--- config.mk ---
export PLATFORM = sky130hd
export DESIGN_NAME = hb_interlock
export DESIGN_NICKNAME = d
export VERILOG_FILES = /design/src/rtl/hb_pkg.sv /design/src/rtl/hb_rst_sync.sv /design/src/rtl/hb_sync.sv /design/src/rtl/hb_gap_timer.sv /design/src/rtl/hb_side.sv /design/src/rtl/hb_rearm.sv /design/src/rtl/hb_interlock.sv
export SDC_FILE = /design/constraint.sdc
export NUM_CORES = 1
export LEC_CHECK = 0
export BUFFER_PORTS_ARGS = -buffer_cell sky130_fd_sc_hd__buf_2
export CAP_MARGIN = 10
export CORE_MARGIN = 2
export CORE_UTILIZATION = 40
export DETAILED_ROUTE_END_ITERATION = 16
export GPL_ROUTABILITY_DRIVEN = 0
export SLEW_MARGIN = 5
export SYNTH_ARGS = -nofsm -noshare
export SYNTH_HDL_FRONTEND = slang
export SYNTH_SLANG_ARGS = --single-unit
--- constraint.sdc ---
create_clock -name clk -period 0.89 [get_ports clk]
set_clock_uncertainty 0.2 [all_clocks]
set_input_delay 0.0445 -clock clk [delete_from_list [all_inputs] [get_ports clk]]
set_output_delay 0.0445 -clock clk [all_outputs]
set_load 0.05 [all_outputs]
--- src/rtl/hb_pkg.sv ---
package hb_pkg;

  localparam int unsigned SIDE_LO = 0;
  localparam int unsigned SIDE_HI = 1;
  localparam int unsigned NUM_SIDES = 2;

  typedef struct packed {
    logic req;   // interlocked on request for this side
    logic kill;  // immediate forced off
    logic hold;  // freeze: keep current state
  } side_ctl_t;

endpackage

--- src/rtl/hb_rst_sync.sv ---
module hb_rst_sync #(
  parameter int unsigned STAGES = 2
) (
  input  logic clk,
  input  logic rst_n,
  output logic rst_core_n
);

  logic [STAGES-1:0] chain_q;
  logic [STAGES-1:0] chain_nxt;

  always_comb begin
    chain_nxt = {chain_q[STAGES-2:0], 1'b1};
  end

  always_ff @(posedge clk or negedge rst_n) begin
    if (!rst_n) chain_q <= '0;
    else        chain_q <= chain_nxt;
  end

  assign rst_core_n = chain_q[STAGES-1];

endmodule

--- src/rtl/hb_sync.sv ---
module hb_sync #(
  parameter int unsigned WIDTH  = 2,
  parameter int unsigned STAGES = 2
) (
  input  logic             clk,
  input  logic             rst_n,
  input  logic [WIDTH-1:0] d_in,
  output logic [WIDTH-1:0] d_out
);

  logic [WIDTH-1:0] stage_q [STAGES];

  genvar g;
  generate
    for (g = 0; g < STAGES; g++) begin : g_stage
      logic [WIDTH-1:0] stage_nxt;
      if (g == 0) begin : g_first
        always_comb stage_nxt = d_in;
      end else begin : g_rest
        always_comb stage_nxt = stage_q[g-1];
      end
      always_ff @(posedge clk or negedge rst_n) begin
        if (!rst_n) stage_q[g] <= '0;
        else        stage_q[g] <= stage_nxt;
      end
    end
  endgenerate

  assign d_out = stage_q[STAGES-1];

endmodule

--- src/rtl/hb_gap_timer.sv ---
module hb_gap_timer #(
  parameter int unsigned DEAD_CYCLES = 33
) (
  input  logic clk,
  input  logic rst_n,
  input  logic other_on,
  output logic gap_ok
);

  localparam int unsigned CNT_W = $clog2(DEAD_CYCLES + 1);
  localparam logic [CNT_W-1:0] CNT_MAX = CNT_W'(DEAD_CYCLES);

  logic [CNT_W-1:0] cnt_q;
  logic [CNT_W-1:0] cnt_nxt;
  logic             cnt_en;

  always_comb begin
    cnt_en  = other_on || (cnt_q != CNT_MAX);
    cnt_nxt = other_on ? '0 : cnt_q + 1'b1;
  end

  always_ff @(posedge clk or negedge rst_n) begin
    if (!rst_n)      cnt_q <= '0;
    else if (cnt_en) cnt_q <= cnt_nxt;
  end

  assign gap_ok = (cnt_q == CNT_MAX);

endmodule

--- src/rtl/hb_side.sv ---
module hb_side
  import hb_pkg::*;
(
  input  logic      clk,
  input  logic      rst_n,
  input  side_ctl_t ctl,
  input  logic      gap_ok,
  output logic      drv
);

  logic on_q;
  logic on_nxt;
  logic on_en;

  always_comb begin
    on_en  = ctl.kill || !ctl.hold;
    on_nxt = !ctl.kill && ctl.req && gap_ok;
  end

  always_ff @(posedge clk or negedge rst_n) begin
    if (!rst_n)     on_q <= 1'b0;
    else if (on_en) on_q <= on_nxt;
  end

  assign drv = on_q && !ctl.kill;

endmodule

--- src/rtl/hb_rearm.sv ---
module hb_rearm (
  input  logic clk,
  input  logic rst_n,
  input  logic cmd_s,
  input  logic uv,
  output logic armed
);

  logic prev_q;
  logic armed_q;
  logic armed_nxt;
  logic armed_en;
  logic rise;

  always_comb begin
    rise      = cmd_s && !prev_q;
    armed_en  = uv || rise;
    armed_nxt = !uv;
  end

  always_ff @(posedge clk or negedge rst_n) begin
    if (!rst_n) begin
      prev_q  <= 1'b0;
      armed_q <= 1'b1;
    end else begin
      prev_q <= cmd_s;
      if (armed_en) armed_q <= armed_nxt;
    end
  end

  assign armed = armed_q;

endmodule

--- src/rtl/hb_interlock.sv ---
module hb_interlock
  import hb_pkg::*;
#(
  parameter int unsigned DEAD_CYCLES = 33,
  parameter int unsigned SYNC_STAGES = 2
) (
  input  logic clk,
  input  logic rst_n,
  input  logic cmd_hi,
  input  logic cmd_lo,
  input  logic uv_lo,
  input  logic uv_hi,
  input  logic freeze,
  input  logic shutdown,
  output logic drv_hi,
  output logic drv_lo
);

  logic                 rst_core_n;
  logic [NUM_SIDES-1:0] cmd_s;
  logic                 hi_armed;
  logic [NUM_SIDES-1:0] drv_v;
  logic [NUM_SIDES-1:0] gap_ok;
  side_ctl_t            ctl [NUM_SIDES];

  hb_rst_sync #(.STAGES(2)) u_rst (
    .clk        (clk),
    .rst_n      (rst_n),
    .rst_core_n (rst_core_n)
  );

  hb_sync #(.WIDTH(NUM_SIDES), .STAGES(SYNC_STAGES)) u_sync (
    .clk   (clk),
    .rst_n (rst_core_n),
    .d_in  ({cmd_hi, cmd_lo}),
    .d_out (cmd_s)
  );

  hb_rearm u_rearm (
    .clk   (clk),
    .rst_n (rst_core_n),
    .cmd_s (cmd_s[SIDE_HI]),
    .uv    (uv_hi),
    .armed (hi_armed)
  );

  always_comb begin
    ctl[SIDE_HI].req  = cmd_s[SIDE_HI] && !cmd_s[SIDE_LO] && hi_armed;
    ctl[SIDE_HI].kill = shutdown || uv_lo || uv_hi;
    ctl[SIDE_HI].hold = freeze;
    ctl[SIDE_LO].req  = cmd_s[SIDE_LO] && !cmd_s[SIDE_HI];
    ctl[SIDE_LO].kill = shutdown || uv_lo;
    ctl[SIDE_LO].hold = freeze;
  end

  genvar s;
  generate
    for (s = 0; s < NUM_SIDES; s++) begin : g_side
      localparam int unsigned OTHER = NUM_SIDES - 1 - s;
      hb_gap_timer #(.DEAD_CYCLES(DEAD_CYCLES)) u_gap (
        .clk      (clk),
        .rst_n    (rst_core_n),
        .other_on (drv_v[OTHER]),
        .gap_ok   (gap_ok[s])
      );
      hb_side u_side (
        .clk    (clk),
        .rst_n  (rst_core_n),
        .ctl    (ctl[s]),
        .gap_ok (gap_ok[s]),
        .drv    (drv_v[s])
      );
    end
  endgenerate

  assign drv_hi = drv_v[SIDE_HI];
  assign drv_lo = drv_v[SIDE_LO];

endmodule

Yosys cells after proc, flatten, opt, wreduce, memory -nomap -nowiden
Cells that the tools add are included.
W data, S select, Z words.
Word-level totals
  flip-flop bits (word level): 22
  input bits: 8
  output and inout port bits: 2
  word-level logic and storage cells: 41
Cells by class
  $add $sub $neg: 2
  eq/ne operators: 4
  muxes and demuxes: 2
  reduce and logical (&&, ||, !) cells: 24
Operators by type and width (number)
  $add A6 B1 Y6 const B: 2
  $eq A6 B6 Y1 const B: 2
  $mux W6: 2
  $ne A6 B6 Y1 const B: 2
  $logic_and A1 B1 Y1: 10
  $logic_not A1 Y1: 7
  $logic_or A1 B1 Y1: 7

Logic depth before layout (Yosys ltp)
  word-level depth: 5
  gate-level depth with buffers: 5
  gate-level depth less buffers: 5

Modules after synthesis
Synthesis repeated with hierarchy kept, for this count alone.
Second synthesis, totals
  cell total of the unflattened synthesis: 88
  area, all modules: 994.7 µm²
By module, submodules not included
  hb_gap_timer: instances 2, cells each 31, area an instance 324.1 µm², seq. area each 150.1 µm²
  hb_sync: instances 1, cells each 4, area an instance 100.1 µm², seq. area each 100.1 µm²
  hb_side: instances 2, cells each 5, area an instance 47.5 µm², seq. area each 25.0 µm²
  hb_rearm: instances 1, cells each 5, area an instance 70.1 µm², seq. area each 51.3 µm²
  hb_rst_sync: instances 1, cells each 3, area an instance 53.8 µm², seq. area each 50.0 µm²
  hb_interlock: instances 1, cells each 4, area an instance 27.5 µm², seq. area each 0.0 µm²

Worst setup path after synthesis
Ideal clock, no wire load.
  path kind: in2reg
  start point: input uv_hi
  end point: register g_side[0].u_gap.cnt_q[0]
  setup time: 0.174 ns
  arrival: 1.372 ns
  data required time: 0.516 ns
  setup slack: -0.855 ns
  cell stages on the path: 3
  path buffers: 0
  cell sequence: or3_1 nor2_1 nor3b_1
Between the ends
  word-level cells in the longest chain between the ends: 4
  elaborated cells on any way between the ends: 5
  those cells by class: 1 x mux; 4 x reduce/logical
Ends and longest elaborated chain
  start: declaration: line hb_interlock.sv:12  | input logic uv_hi,
  $logic_or A1 B1 Y1 (*): line hb_interlock.sv:49  | ctl[SIDE_HI].kill = shutdown || uv_lo || uv_hi;
  $logic_not A1 Y1 (*): line hb_side.sv:25  | assign drv = on_q && !ctl.kill;
  $logic_and A1 B1 Y1 (*): line hb_side.sv:25
  via drv_hi: line hb_interlock.sv:15  | output logic drv_hi,
  $mux W6 or $logic_or A1 B1 Y1 (tied branches): line hb_gap_timer.sv:19, hb_gap_timer.sv:18
  end signal: assignment: line hb_gap_timer.sv:24  | else if (cnt_en) cnt_q <= cnt_nxt;
  end: declaration: line hb_gap_timer.sv:13  | logic [CNT_W-1:0] cnt_q;
The timed path passes the listed nets; every way through them passes the cells marked *.
A chain may end at the register's enable or synchronous reset.

Final worst setup path
  start point: register g_side[1].u_gap.cnt_q[1]
  end point: register g_side[1].u_side.on_q
Between the ends
  word-level cells in the longest chain between the ends: 2
Ends and longest elaborated chain
  start: declaration: line hb_gap_timer.sv:13
  start signal: assignment: line hb_gap_timer.sv:24
  $eq A6 B6 Y1: line hb_gap_timer.sv:27  | assign gap_ok = (cnt_q == CNT_MAX);
  $logic_and A1 B1 Y1: line hb_side.sv:17  | on_nxt = !ctl.kill && ctl.req && gap_ok;
  end signal: assignment: line hb_side.sv:22  | else if (on_en) on_q <= on_nxt;
  end: declaration: line hb_side.sv:11  | logic on_q;
Every way passes these cells.

==> results.cfg <==
[min_path]
holdPathStages = 3
min_from = freeze
hold_class = primary input to flip-flop
hold-path-endpoint = g_side[1].u_side.on_q$_DFFE_PN0P_

[drt]
drc = 0
avgRoutedWirePerCell_um = 13.40
vias_per_cell = 4.963
drt-initial-drc-count = 8
vias = 809
ant_nets = 0
routed_wl_um = 2184
first_pass_iters = 4

[die]
dieArea_sq_mm = 0.002814
placementRows = 17
io-pin-count = 10
core_region_area_sq_mm = 0.002233
die_h_um = 53.05
start_util_pct = 43.08
die_x_um = 53.05

[clocking]
holdBufCountCts = 4
cts_buffer_depth = 2
clk_latency_ps = 300
cts.htree.levels = 1
cts.clk_slew.worst_paths_ps = 110
tritoncts = yes
root_buffer = clkbuf_4
cts_sinks = 22
numCtsBuffers = 3

[critical_path]
cp_top_family = simple AND/OR/NAND/NOR gates
r2r_end = g_side[1].u_side.on_q$_DFFE_PN0P_
crit_fanout = 2
ff2ff_setup_slack_ps = -630
timing.rr.start = g_side[1].u_gap.cnt_q[1]$_DFFE_PN0P_
crit_type = flip-flop to flip-flop
cp-start-kind = flip-flop
worstPathCellList = inv_2, ha_4, nand4bb_4, or4_1, a21oi_1
slowest_delay_ps = 410
critPathBufInv = 1
arrival_ps = 1540
reg2reg_depth = 5
critical-path-slowest-cell = dfrtp_1
cp-end-kind = flip-flop
critPathRequiredTime_ps = 920

[cells_and_area]
fin_nets = 148
final_util_pct = 71.65
area_delta_synth_final_pct = 66.32
fillCellCount = 146
layout_commonest_cell = buf_4
n_antenna_cell = 0
final_cell_mix = buf_4, dfrtp_1, buf_6, buf_2
stdcell_count = 163
drive_gt1_share_pct = 59.26

[logic_synthesis]
synth_fp_nets = 97
syn-instance-count = 85
ys_ff_latch = 22
synth.distinct_cells = 28
synth_warnings = 0
syn_area_per_cell_sq_um = 11.32
yosysSeqAreaShare_pct = 57.35
syn-cell-area_sq_um = 962.2

[global_routing]
antenna_found_initial = 0
grt_start_max_net_pins = 13
grt_pass1_vias = 799
grt-ovfl-total = 0
grt_pass1_wl_um = 3408
grt_usage_pct = 17.05

[sta]
hold_slack_ps = -178.8
drv_slew = 0
setup_viol = 18
fin_crit_ps = 1516
timing.final.crit_share_pct = 170.3
fin_ws_ps = -625.9
hold_viol_final = 6
grt_setup_unrepaired = yes
timing.fmax_ghz = 0.6597

[job]
maxCapViolations = 0

[placed_design]
io_buffers = 9
place_inst = 150
dp_hpwl_um = 1446

[power]
leakage_nw = 0.6965
ir_worst_vdd_mv = 2.202
power_density_mw_per_mm2 = 2820

[run_status]
status = finished with violations
violations = hold timing, setup timing
==> synthesized netlist by cell type <==
cell type,count,area (sq um)
o21a_1,2,15.01
nand4bb_4,1,27.53
nor3b_1,2,15.01
buf_2,1,5.000
nand4bb_1,1,11.26
nor2_1,7,26.28
a32o_1,1,10.01
dfstp_2,1,26.28
xnor2_1,1,8.760
conb_1,1,3.750
a21oi_1,5,25.02
or4_1,1,7.510
ha_1,4,50.05
nor3_1,6,30.03
dfrtp_1,21,525.5
a211oi_1,1,7.510
nand3b_1,1,7.510
xor2_1,4,35.03
nand2_1,3,11.26
nor2b_1,1,6.260
inv_1,4,15.01
nor4_1,1,6.260
or3_1,3,18.77
nor3b_2,1,12.51
o21ai_0,5,25.02
nand2b_1,1,6.260
clkbuf_1,1,3.750
nand3_1,4,20.02
==> timing repair <==
item                       4_1_cts  5_1_grt
setup endpoints to repair       18       18
pin swaps                       10       12
buffers inserted                 6        1
gates resized for setup         26       23
hold endpoints to repair         9        6
==> power breakdown <==
part	total (mW)	leakage, nW	switching [mW]	internal (mW)
Clock	0.445	0.0150	0.271	0.174
Sequential	1.59	0.262	0.275	1.31
Combinational	2.48	0.419	1.10	1.39
==> tightest hold or removal path, stage by stage <==
cell and delay (ps):
buf_2 90, or4_1 100, a21oi_1 50
==> metal layers <==
metal | share of wire [%] | global-route usage, %
met5 | 0 | 0
met4 | 0.55 | 6.410
met2 | 55 | 28.75
met3 | 2.2 | 2.542
met1 | 42 | 22.06
==> how the worst max path moves through the flow <==
stage	end	cells after the start	start	slack [ps]
after global placement	g_side[1].u_side.on_q$_DFFE_PN0P_	5	g_side[1].u_gap.cnt_q[1]$_DFFE_PN0P_	-700
final	g_side[1].u_side.on_q$_DFFE_PN0P_	5	g_side[1].u_gap.cnt_q[1]$_DFFE_PN0P_	-630
after floorplan	g_side[1].u_side.on_q$_DFFE_PN0P_	5	g_side[1].u_gap.cnt_q[1]$_DFFE_PN0P_	-720
after detailed placement	g_side[1].u_side.on_q$_DFFE_PN0P_	5	g_side[1].u_gap.cnt_q[1]$_DFFE_PN0P_	-720
after CTS	g_side[1].u_side.on_q$_DFFE_PN0P_	5	g_side[1].u_gap.cnt_q[1]$_DFFE_PN0P_	-660
after global routing	g_side[1].u_side.on_q$_DFFE_PN0P_	5	g_side[1].u_gap.cnt_q[1]$_DFFE_PN0P_	-710
==> cells by family after synthesis <==
group / synth area share, %
simple gates: 21.46
flops: 57.35
fa+ha+maj: 5.202
other cells: 0.3897
xor+xnor: 4.551
buf+inv: 2.469
compound gates: 8.582
==> through the flow <==
stage / hold slack, ps / setup WS [ps] / setup TNS (ps) / instance area [sq um] / power [mW]
after floorplan: -451.1 / -719.1 / -6676 / 994.7 / 2.451
after global placement: -369.8 / -700.2 / -7749 / 1287 / 3.180
after detailed placement: -367.1 / -720.6 / -8243 / 1287 / 3.228
after CTS: -174.4 / -657.9 / -8261 / 1501 / 4.070
after global routing: -177.8 / -705.4 / -9108 / 1600 / 4.824
final: -178.8 / -625.9 / -8049 / 1600 / 4.513
==> area by class of cell <==
| class | count | area, sq um | share of cell area, % |
|---|---|---|---|
| clock buffers | 4 | 26.28 | 1.642 |
| repair buffers | 48 | 390.4 | 24.39 |
| multi-input cells | 57 | 581.8 | 36.36 |
| inverters | 4 | 15.01 | 0.9382 |
| well taps | 28 | 35.03 | 2.189 |
| flip-flops and latches | 22 | 551.8 | 34.48 |
==> flip-flops by register name (all words and copies together) (netlist names) <==
name,cells
u_sync.d_out,2
u_rearm.armed,1
u_rst.chain_q,2
g_side.u_gap.cnt_q,12
g_side.u_side.on_q,2
u_rearm.prev_q,1
u_sync.g_stage.stage_nxt,2
No activity file was read; power rests on OpenSTA's default activity.
